## src/rtl/supfail_pkg.sv

```systemverilog
package supfail_pkg;

    // channel order inside the fault vector
    typedef enum logic [0:0] {
        CH_UV = 1'b0,
        CH_OV = 1'b1
    } fault_ch_e;

    localparam int NUM_CH = 2;

    // per-channel timer view handed to the top
    typedef struct packed {
        logic active;   // fault flag present this cycle
        logic expired;  // present and delay complete
    } ch_state_t;

    function automatic int max2(input int a, input int b);
        return (a > b) ? a : b;
    endfunction

    function automatic int cnt_width(input int max_val);
        return (max_val < 1) ? 1 : $clog2(max_val + 1);
    endfunction

endpackage

```

## src/rtl/delay_limit_sel.sv

```systemverilog
module delay_limit_sel
    import supfail_pkg::*;
#(
    parameter int CH_IDX         = 0,
    parameter int UV_TICKS       = 84,
    parameter int OV_LONG_TICKS  = 84,
    parameter int OV_SHORT_TICKS = 21,
    parameter int CW             = 7
) (
    input  logic          long_sel,
    output logic [CW-1:0] limit
);

    localparam logic [CW-1:0] UV_LIM  = CW'(UV_TICKS);
    localparam logic [CW-1:0] OVL_LIM = CW'(OV_LONG_TICKS);
    localparam logic [CW-1:0] OVS_LIM = CW'(OV_SHORT_TICKS);

    generate
        if (CH_IDX == int'(CH_OV)) begin : g_ov
            assign limit = long_sel ? OVL_LIM : OVS_LIM;
        end else begin : g_uv
            logic unused_sel;
            assign unused_sel = long_sel;
            assign limit      = UV_LIM;
        end
    endgenerate

endmodule

```

## src/rtl/fault_delay_timer.sv

```systemverilog
module fault_delay_timer
    import supfail_pkg::*;
#(
    parameter int CW = 7
) (
    input  logic          clk,
    input  logic          rst,
    input  logic          tick,
    input  logic          fault,
    input  logic [CW-1:0] limit,
    output ch_state_t     st
);

    logic [CW-1:0] cnt_q;

    always_ff @(posedge clk) begin
        if (rst || !fault) begin
            cnt_q <= '0;
        end else if (tick && (cnt_q < limit)) begin
            cnt_q <= cnt_q + 1'b1;
        end
    end

    always_comb begin
        st.active  = fault;
        st.expired = fault && (cnt_q >= limit);
    end


    no_tick_hold_chk: assert property (@(posedge clk) disable iff (rst)
        (fault && !tick) |=> $stable(cnt_q));


    restart_chk: assert property (@(posedge clk) disable iff (rst)
        !fault |=> (cnt_q == '0));


    expire_on_tick_chk: assert property (@(posedge clk) disable iff (rst)
        ($rose(st.expired) && $stable(limit)) |-> $past(tick));

endmodule

```

## src/rtl/fail_latch.sv

```systemverilog
module fail_latch
    import supfail_pkg::*;
#(
    parameter int N = NUM_CH
) (
    input  logic         clk,
    input  logic         rst,
    input  logic [N-1:0] expired,
    input  logic         clr,
    output logic         fail
);

    logic any_exp;
    assign any_exp = |expired;

    always_ff @(posedge clk) begin
        if (rst) begin
            fail <= 1'b0;
        end else begin
            fail <= any_exp | (fail & ~clr);
        end
    end


    set_after_expiry_chk: assert property (@(posedge clk) disable iff (rst)
        any_exp |=> fail);


    sticky_chk: assert property (@(posedge clk) disable iff (rst)
        (fail && !clr) |=> fail);


    clear_chk: assert property (@(posedge clk) disable iff (rst)
        (clr && !any_exp) |=> !fail);

endmodule

```

## src/rtl/supply_fail_supervisor.sv

```systemverilog
module supply_fail_supervisor
    import supfail_pkg::*;
#(
    parameter int UV_TICKS       = 84,
    parameter int OV_LONG_TICKS  = 84,
    parameter int OV_SHORT_TICKS = 21
) (
    input  logic clk,
    input  logic rst,
    input  logic uv_flag,
    input  logic ov_flag,
    input  logic ov_long_sel,
    input  logic status_clr,
    input  logic tick,
    output logic supply_fail,
    output logic drive_off
);

    localparam int MAX_TICKS = max2(UV_TICKS, max2(OV_LONG_TICKS, OV_SHORT_TICKS));
    localparam int CW        = cnt_width(MAX_TICKS);

    logic [NUM_CH-1:0] fault_vec;
    logic [NUM_CH-1:0] exp_vec;
    logic [NUM_CH-1:0] act_vec;
    ch_state_t         st [NUM_CH];

    assign fault_vec[CH_UV] = uv_flag;
    assign fault_vec[CH_OV] = ov_flag;

    generate
        for (genvar g = 0; g < NUM_CH; g++) begin : g_ch
            logic [CW-1:0] lim;

            delay_limit_sel #(
                .CH_IDX         (g),
                .UV_TICKS       (UV_TICKS),
                .OV_LONG_TICKS  (OV_LONG_TICKS),
                .OV_SHORT_TICKS (OV_SHORT_TICKS),
                .CW             (CW)
            ) i_lim (
                .long_sel (ov_long_sel),
                .limit    (lim)
            );

            fault_delay_timer #(
                .CW (CW)
            ) i_tmr (
                .clk   (clk),
                .rst   (rst),
                .tick  (tick),
                .fault (fault_vec[g]),
                .limit (lim),
                .st    (st[g])
            );

            assign exp_vec[g] = st[g].expired;
            assign act_vec[g] = st[g].active;
        end
    endgenerate

    assign drive_off = |(exp_vec & act_vec);

    fail_latch #(
        .N (NUM_CH)
    ) i_latch (
        .clk     (clk),
        .rst     (rst),
        .expired (exp_vec),
        .clr     (status_clr),
        .fail    (supply_fail)
    );


    release_chk: assert property (@(posedge clk) disable iff (rst)
        (!uv_flag && !ov_flag) |-> !drive_off);


    clr_blocked_chk: assert property (@(posedge clk) disable iff (rst)
        (status_clr && drive_off) |=> supply_fail);

endmodule

```

## config.mk

```make
export PLATFORM = sky130hd
export DESIGN_NAME = supply_fail_supervisor
export DESIGN_NICKNAME = d
export VERILOG_FILES = /design/src/rtl/supfail_pkg.sv /design/src/rtl/delay_limit_sel.sv /design/src/rtl/fault_delay_timer.sv /design/src/rtl/fail_latch.sv /design/src/rtl/supply_fail_supervisor.sv
export SDC_FILE = /design/constraint.sdc
export NUM_CORES = 1
export LEC_CHECK = 0
export ABC_AREA = 1
export BUFFER_PORTS_ARGS = -buffer_cell sky130_fd_sc_hd__buf_4
export CELL_PAD_IN_SITES_DETAIL_PLACEMENT = 1
export CELL_PAD_IN_SITES_GLOBAL_PLACEMENT = 1
export CORE_AREA = 10 10 60 62
export DETAILED_ROUTE_END_ITERATION = 6
export DIE_AREA = 0 0 70 72
export PLACE_DENSITY_LB_ADDON = 0.1
export SETUP_SLACK_MARGIN = 0.4
export SLEW_MARGIN = 30
export SYNTH_ARGS = -nofsm -noshare
export SYNTH_HDL_FRONTEND = slang
export SYNTH_SLANG_ARGS = --single-unit
```

## constraint.sdc

```tcl
create_clock -name clk -period 1.65 [get_ports clk]
set_input_delay 0.0825 -clock clk [delete_from_list [all_inputs] [get_ports clk]]
set_output_delay 0.0825 -clock clk [all_outputs]
set_load 0.01 [all_outputs]
```

# Word level (Yosys, flattened, before mapping)
# Index checks and enable logic that the tools add are counted.
# totals
wordCells	24
output_inout_bits	2
reg_bits	15
# classes
addsub	2
bitwise_logic	4
mux	1
n_lt_le_gt_ge	4
n_reduce_logical	10
# op_table
op	n
adder 7 x 1 -> 7 bit (second input constant)	2
>= comparator 7 bit	1
>= comparator 7 bit (second input constant)	1
less-than comparator 7 bit	1
less-than comparator 7 bit (second input constant)	1
2-to-1 mux 7 bit	1
logical AND 1 bit	4
OR reduction 2 bit	2
AND 2 bit	1
logical NOT 1 bit	2
logical OR 1 bit	2
AND 1 bit	1
NOT 1 bit	1
OR 1 bit	1

# Depth between registers and ports, before layout
# Gate-level depths: netlist (run 1).
# logic_depth
word_depth	5
mapped_depth	11
mapped_depth_nobuf	11

# Hierarchy
# Synthesis (run 1) repeated with hierarchy kept, for this count alone.
# hier_totals
hier_cells	224
area_unflattened_um2	1437.6
# modules_own_cells
mod	area_per_inst_um2	seq_area_each_um2	cells_per_inst	n_inst
fault_delay_timer	636.9	140.1	99	2
delay_limit_sel at g_ch[0].i_lim	60.1	0.0	9	1
delay_limit_sel at g_ch[1].i_lim	56.3	0.0	9	1
fail_latch	36.3	20.0	5	1
supply_fail_supervisor	11.3	0.0	3	1

# Worst setup path before layout (run 1)
# OpenSTA, ideal clock, no wires.
# synth_timing
kind	reg-to-reg
from	register g_ch[1].i_tmr.cnt_q[6]
to	register g_ch[1].i_tmr.cnt_q[5]
path_stages_with_launch	9
slack_ns	0.237
setup_time_ns	0.123
required_ns	1.527
arrival_ns	1.291
synth_period_minus_slack_ns	1.413
cell_sequence	dfxtp_1 ha_1 nand2_1 nor2_1 nand2_2 and2_4 buf_6 nand3_1 a21oi_1
# synth_between
elab_chain_len	2
# synth_rtl
item	line_no	source
start, declared	fault_delay_timer.sv:14	logic [CW-1:0] cnt_q;
start signal, assigned	fault_delay_timer.sv:20	cnt_q <= cnt_q + 1'b1;
less-than comparator 7 bit	fault_delay_timer.sv:19	end else if (tick && (cnt_q < limit)) begin
logical AND 1 bit	fault_delay_timer.sv:19	
# Every way passes these cells.
# A chain may end at the register's enable or synchronous reset.

# Worst setup path after layout (run 1)
# layout_timing
from	register g_ch[1].i_tmr.cnt_q[6]
to	output drive_off
# layout_between
elab_chain_len	4
# layout_rtl
item	line_no	source
>= comparator 7 bit	fault_delay_timer.sv:26	st.expired = fault && (cnt_q >= limit);
logical AND 1 bit	fault_delay_timer.sv:26	
AND 2 bit	supply_fail_supervisor.sv:61	assign drive_off = |(exp_vec & act_vec);
OR reduction 2 bit	supply_fail_supervisor.sv:61	
end, declared	supply_fail_supervisor.sv:16	output logic drive_off
# Every way passes these cells.

==> out/metrics.yaml, run 1 <==
yosys:
  ys_types: 21
  synth_top_cell_by_area: "dfxtp_1"
  synth_area_um2: 929.6
  ys_seq_area_share_pct: 32.30
  synthCells: 141
  syn_nets: 153
  ys_warn_count: 0
  synth.top_cell.area_share_pct: 32.30
  synth-seq-cells: 15
  synthTopCellsByArea: "dfxtp_1, nand2_1, inv_1"
  synth_area_per_cell_um2: 6.593
final_layout:
  syn_to_final_growth_pct: 33.24
  stdcell_count: 187
  multi_input_area_um2: 651.9
  fillers: 319
  regArea_um2: 309.0
  drive_gt1_share_pct: 36.94
  final_nets: 170
  antenna_cells: 0
  utilization_pct: 50.93
sta:
  drv_slew: 0
  worst_pin_slew_ns: 0.3860
  rsz0062_at_grt: "yes"
  relSlewSlack_pct: 74.20
  whs_ns: 0.06882
  max_freq_ghz: 0.6343
  fin_skew_ns: 0.004864
  hold_viol_final: 0
  setup_viol: 0
  min_period_ns: 1.576
  min_period_over_period_pct: 95.55
power_and_ir_drop:
  p_int_uw: 483.1
  p_leak_uw: 0.0005547
  p_switching_uw: 154.6
  vdd_drop_max_v: 0.0003732
  power_frac_comb_pct: 10.4
  power_density_mw_per_mm2: 514.8
  seqPwrFrac_pct: 57.6
  clkPwrFrac_pct: 32.0
  netSwitchingFraction_pct: 24.25
critical_path:
  cp_top_family: "simple AND/OR/NAND/NOR gates"
  crit_required_ns: 1.57
  crit_top_cell: "nand2_2"
  cp_slowest_stage_delay_ns: 0.36
  critical_path.slowest_cell: "dfxtp_4"
  worstSetupPathType: "reg2out"
  critical_path.max_fanout: 3
  crit_arrival_ns: 1.49
  cp-end-kind: "primary output"
  cp_cell_sequence: "ha_4 > nand2_2 > nor2_4 > nand2_2 > nand3_2 > nand2_2 > nand2_2 > buf_6"
  critPathLaunchType: "flip-flop"
  worst-path-buf-inv: 1
detailed_routing:
  vias: 924
  drc: 0
  drtAntennaViolNets: 0
  wire_per_inst_um: 14.01
  avgViaCountPerCell: 4.941
  wirelength_um: 2620
  drt-initial-drc-count: 26
  dr.pass1.iters: 3
place:
  dp_cells: 176
  place.gp.congestion: 0.7391
  post-dp-hpwl_um: 1877
  numPortBuffers: 8
floorplan:
  start_util_pct: 38.22
  ios: 9
  chipHeight_um: 72
  rows: 18
  die_x_um: 70
  die-area_mm2: 0.005040
  core_area_mm2: 0.002432
job:
  drv_cap: 0
clocking:
  cts_root_buffer: "clkbuf_4"
  insertion_delay_ns: 0.28
  max-clock-path-buffers: 2
  clkTransAtPathRegs_ns: 0.09
  clock-sinks: 15
  hold_buffers: 0
  cts_buffers: 3
  htreeDepth: 1
  cts_tree: "built"
min_path:
  hold_path_class: "in2reg"
global_route:
  overflow: 0
  grt_max_degree: 12
  grt_pass1_vias: 981
  grt_pass1_wl_um: 4526
  grtUsageTotal_pct: 10.61
  antenna_found_initial: 0
run_status:
  run_status: "finished clean"
## kinds of logic after synthesis
| family | after synthesis | share of synthesized area (%) |
|---|---|---|
| buffers and inverters | 26 | 11.98 |
| adders and majority gates | 5 | 6.729 |
| DFF | 15 | 32.30 |
| AOI/OAI and AO/OA | 18 | 9.690 |
| and+or+nand+nor | 72 | 34.59 |
| xor gates and xnor gates | 5 | 4.710 |
## tightest hold or removal path: stages
cell and delay (ns):
buf_4 0.08, inv_1 0.06, nand2_1 0.06, inv_1 0.03
## sequential cells by signal, summed over array words and instances, names as in the netlist
name	count
i_latch.fail	1
g_ch.i_tmr.cnt_q	14
## layer usage
metal	vias up	wire length (um)	global-route usage [%]
li1	475	-	-
met1	443	1062	11.16
met2	4	1510	20.85
met3	2	34	2.041
met4	0	13	2.851
met5	-	0	0
## per-stage QoR
step | setup TNS, ns | power [uW] | cell area [um2] | setup slack [ns]
floorplan | 0 | 412.8 | 983.4 | 0.3527
global placement | 0 | 430.7 | 1060 | 0.2965
detailed placement | 0 | 433.4 | 1060 | 0.2322
CTS | 0 | 643.5 | 1199 | 0.08326
global route | -0.05143 | 675.2 | 1239 | -0.03128
finish | 0 | 637.7 | 1239 | 0.07350
## power by group through the flow
stage	Clock [uW]	Combinational [uW]	Sequential, uW
CTS	214	62.5	367
floorplan	0	36.3	377
detailed placement	0	55.9	377
global placement	0	53.4	377
finish	204	66.5	367
global route	232	74.8	368
## synthesized netlist by cell type
library cell  instances
nand2_1              41
inv_1                21
dfxtp_1              15
nand3_1              14
a21oi_1              13
nor2_1                7
ha_1                  5
o21ai_0               5
xor2_1                4
buf_2                 2
nand2_2               2
nand4_1               2
nor3_1                2
and2_4                1
buf_4                 1
buf_6                 1
inv_2                 1
nand3_2               1
nor2_2                1
nor2_4                1
xnor2_1               1
## repair_timing
action / 4_1_cts / 5_1_grt
buffers inserted: 7 / 0
resized for setup: 19 / 12
pin swaps: 10 / 9
endpoints found under the setup margin: 16 / 16
## cell usage in the layout (no fill, tap or decap)
cell type	netlist	layout
a21oi_1	13	6
dfxtp_1	15	10
inv_1	21	20
nand3_4	0	1
a21oi_2	0	7
dfxtp_4	0	1
nor3_1	2	2
nor2_4	1	3
o21ai_0	5	5
clkbuf_1	0	1
xnor2_1	1	1
buf_6	1	3
ha_1	5	4
nand2_1	41	32
and2_4	1	1
buf_4	1	13
nor2_1	7	5
ha_4	0	1
dfxtp_2	0	4
nand2_4	0	3
nand3_1	14	7
nand3_2	1	7
nand2_2	2	8
nor2_2	1	1
clkbuf_4	0	3
nand4_1	2	2
inv_2	1	2
xor2_1	4	4
## final timing paths
| kind | start | slack (ns) | end | depth (start not counted) |
|---|---|---|---|---|
| worst max-delay path | g_ch[1].i_tmr.cnt_q[6]$_SDFFE_PP0P_ | 0.07 | drive_off | 8 |
| worst min-delay path | rst | 0.07 | i_latch.fail$_SDFF_PP0_ | 4 |
| worst max register to register | g_ch[1].i_tmr.cnt_q[6]$_SDFFE_PP0P_ | 0.10 | g_ch[1].i_tmr.cnt_q[4]$_SDFFE_PP0P_ | 9 |
| worst min register to register | g_ch[0].i_tmr.cnt_q[6]$_SDFFE_PP0P_ | 0.47 | g_ch[0].i_tmr.cnt_q[6]$_SDFFE_PP0P_ | 2 |
## layout make-up
| cell class | count | area share [%] |
|---|---|---|
| Clock buffer | 4 | 2.121 |
| Inverter | 22 | 6.667 |
| Multi-Input combinational cell | 100 | 52.63 |
| Sequential cell | 15 | 24.95 |
| Tap cell | 30 | 3.030 |
| Timing Repair Buffer | 16 | 10.61 |
Note: power is estimated with default switching activity, not from simulation.
==> inputs of run 2 (changes only) <==
--- a/config.mk
+++ b/config.mk
@@ -7,11 +7,11 @@
 export LEC_CHECK = 0
 export ABC_AREA = 1
 export BUFFER_PORTS_ARGS = -buffer_cell sky130_fd_sc_hd__buf_4
-export CELL_PAD_IN_SITES_DETAIL_PLACEMENT = 1
-export CELL_PAD_IN_SITES_GLOBAL_PLACEMENT = 1
-export CORE_AREA = 10 10 60 62
+export CELL_PAD_IN_SITES_DETAIL_PLACEMENT = 0
+export CELL_PAD_IN_SITES_GLOBAL_PLACEMENT = 2
+export CORE_AREA = 10 10 66 68
 export DETAILED_ROUTE_END_ITERATION = 6
-export DIE_AREA = 0 0 70 72
+export DIE_AREA = 0 0 76 78
 export PLACE_DENSITY_LB_ADDON = 0.1
 export SETUP_SLACK_MARGIN = 0.4
 export SLEW_MARGIN = 30
==> out/metrics.yaml, run 2 (synthesis results as in run 1) <==
run_status:
  run_status: "finished clean"
sta:
  drv_slew: 0
  setup_viol: 0
  relSlewSlack_pct: 74.38
  fin_skew_ns: 0.002242
  hold_viol_final: 0
  rsz0062_at_grt: "yes"
  setup_ws_ns: 0.1151
  min_period_over_period_pct: 93.02
  max_freq_ghz: 0.6515
  setup_tns_ns: 0
  whs_ns: 0.05902
  worst_pin_slew_ns: 0.3834
  min_period_ns: 1.535
detailed_routing:
  drtAntennaViolNets: 0
  dr.pass1.iters: 4
  drc: 0
  vias: 883
  drt-initial-drc-count: 20
  wirelength_um: 2154
  avgViaCountPerCell: 4.393
  wire_per_inst_um: 10.72
power_and_ir_drop:
  power.total_uw: 639.5
  seqPwrFrac_pct: 57.4
  power_density_mw_per_mm2: 518.4
  vdd_drop_max_v: 0.0002662
  p_switching_uw: 154.8
  clkPwrFrac_pct: 32.3
  p_leak_uw: 0.0005321
  p_int_uw: 484.7
  netSwitchingFraction_pct: 24.21
  power_frac_comb_pct: 10.4
job:
  drv_cap: 0
final_layout:
  syn_to_final_growth_pct: 32.70
  antenna_cells: 0
  final_cell_area_mm2: 0.001234
  layout_commonest_cell: "nand2_1"
  mostFrequentLayoutCells: "nand2_1, inv_1, buf_4"
  biggestRegsByFlops: "g_ch.i_tmr.cnt_q (14), i_latch.fail (1)"
  drive_gt1_share_pct: 34.84
  fillers: 340
  top_register: "g_ch.i_tmr.cnt_q"
  final_nets: 168
  largest_reg_flops: 14
  multi_input_area_um2: 649.4
  regArea_um2: 309.0
critical_path:
  worstSetupPathType: "reg2out"
  critPathLaunchType: "flip-flop"
  crit_required_ns: 1.57
  crit_arrival_ns: 1.45
  cp-end-kind: "primary output"
  critical_path.max_fanout: 3
min_path:
  hold_path_class: "in2reg"
floorplan:
  ios: 9
  die_x_um: 76
  die-area_mm2: 0.005928
  chipHeight_um: 78
  core_area_mm2: 0.003179
  start_util_pct: 29.24
  rows: 21
clocking:
  max-clock-path-buffers: 2
  insertion_delay_ns: 0.27
  cts_buffers: 3
  clock-sinks: 15
  cts_root_buffer: "clkbuf_4"
  htreeDepth: 1
  hold_buffers: 0
  cts_tree: "built"
  clkTransAtPathRegs_ns: 0.09
place:
  place_area_mm2: 0.001072
  place.gp.congestion: 0.7736
  post-dp-hpwl_um: 1653
  numPortBuffers: 8
  place_ws_ns: 0.2471
global_route:
  grt_max_degree: 12
  grtUsageTotal_pct: 7.672
  grt_pass1_wl_um: 3801
  overflow: 0
  antenna_found_initial: 0
  grt_pass1_vias: 877
## run 2: per-stage QoR
stage | utilization [%] | instances
5_1_grt | 38.80 | 201
4_1_cts | 37.39 | 200
3_5_place_dp | 33.73 | 191
6_report | 38.80 | 201
3_3_place_gp | 33.73 | 191
2_1_floorplan | - | 141
## run 2: what timing repair did
item                       4_1_cts  5_1_grt
gates resized for setup         15       11
setup buffers                    5        1
setup endpoints to repair       14       16
pin swaps                       11        4
## run 2: layer usage
metal | wire, um | track usage, % | part of all wire (%) | vias up
met4 | 34 | 4.545 | 1.6 | 0
met3 | 48 | 1.613 | 2.2 | 4
met5 | 0 | 0 | 0 | -
met1 | 878 | 7.181 | 41 | 406
met2 | 1192 | 14.97 | 55 | 6
li1 | - | - | - | 467
## run 2: final timing paths
path	startpoint	end	slack, ns	cells after the start
hold / removal	rst	i_latch.fail$_SDFF_PP0_	0.06	4
hold reg to reg	g_ch[0].i_tmr.cnt_q[6]$_SDFFE_PP0P_	g_ch[0].i_tmr.cnt_q[6]$_SDFFE_PP0P_	0.47	2
setup / recovery	g_ch[1].i_tmr.cnt_q[6]$_SDFFE_PP0P_	drive_off	0.12	8
setup reg to reg	g_ch[1].i_tmr.cnt_q[6]$_SDFFE_PP0P_	g_ch[1].i_tmr.cnt_q[6]$_SDFFE_PP0P_	0.13	9
## run 2: critical path, stage by stage (launching register included)
cell     delay [ns]
dfxtp_4        0.36
ha_4           0.28
nand2_2        0.06
nor2_4         0.09
nand2_1        0.07
nand3_2        0.09
nand2_2        0.06
nand2_2        0.07
buf_6          0.09
## run 2: power groups by stage
stage | sequential (uW) | combinational, uW | clock, uW
2_1_floorplan | 377 | 36.3 | 0
6_report | 367 | 66.3 | 206
4_1_cts | 367 | 61.7 | 222
3_5_place_dp | 378 | 55.0 | 0
3_3_place_gp | 378 | 54.1 | 0
5_1_grt | 368 | 76.1 | 239
## run 2: final cells by class
cell class,count,share of cell area (%)
multi-input combinational,100,52.64
timing repair buffer,14,8.824
tap,46,4.665
inverter,22,6.694
sequential,15,25.05
clock buffer,4,2.130
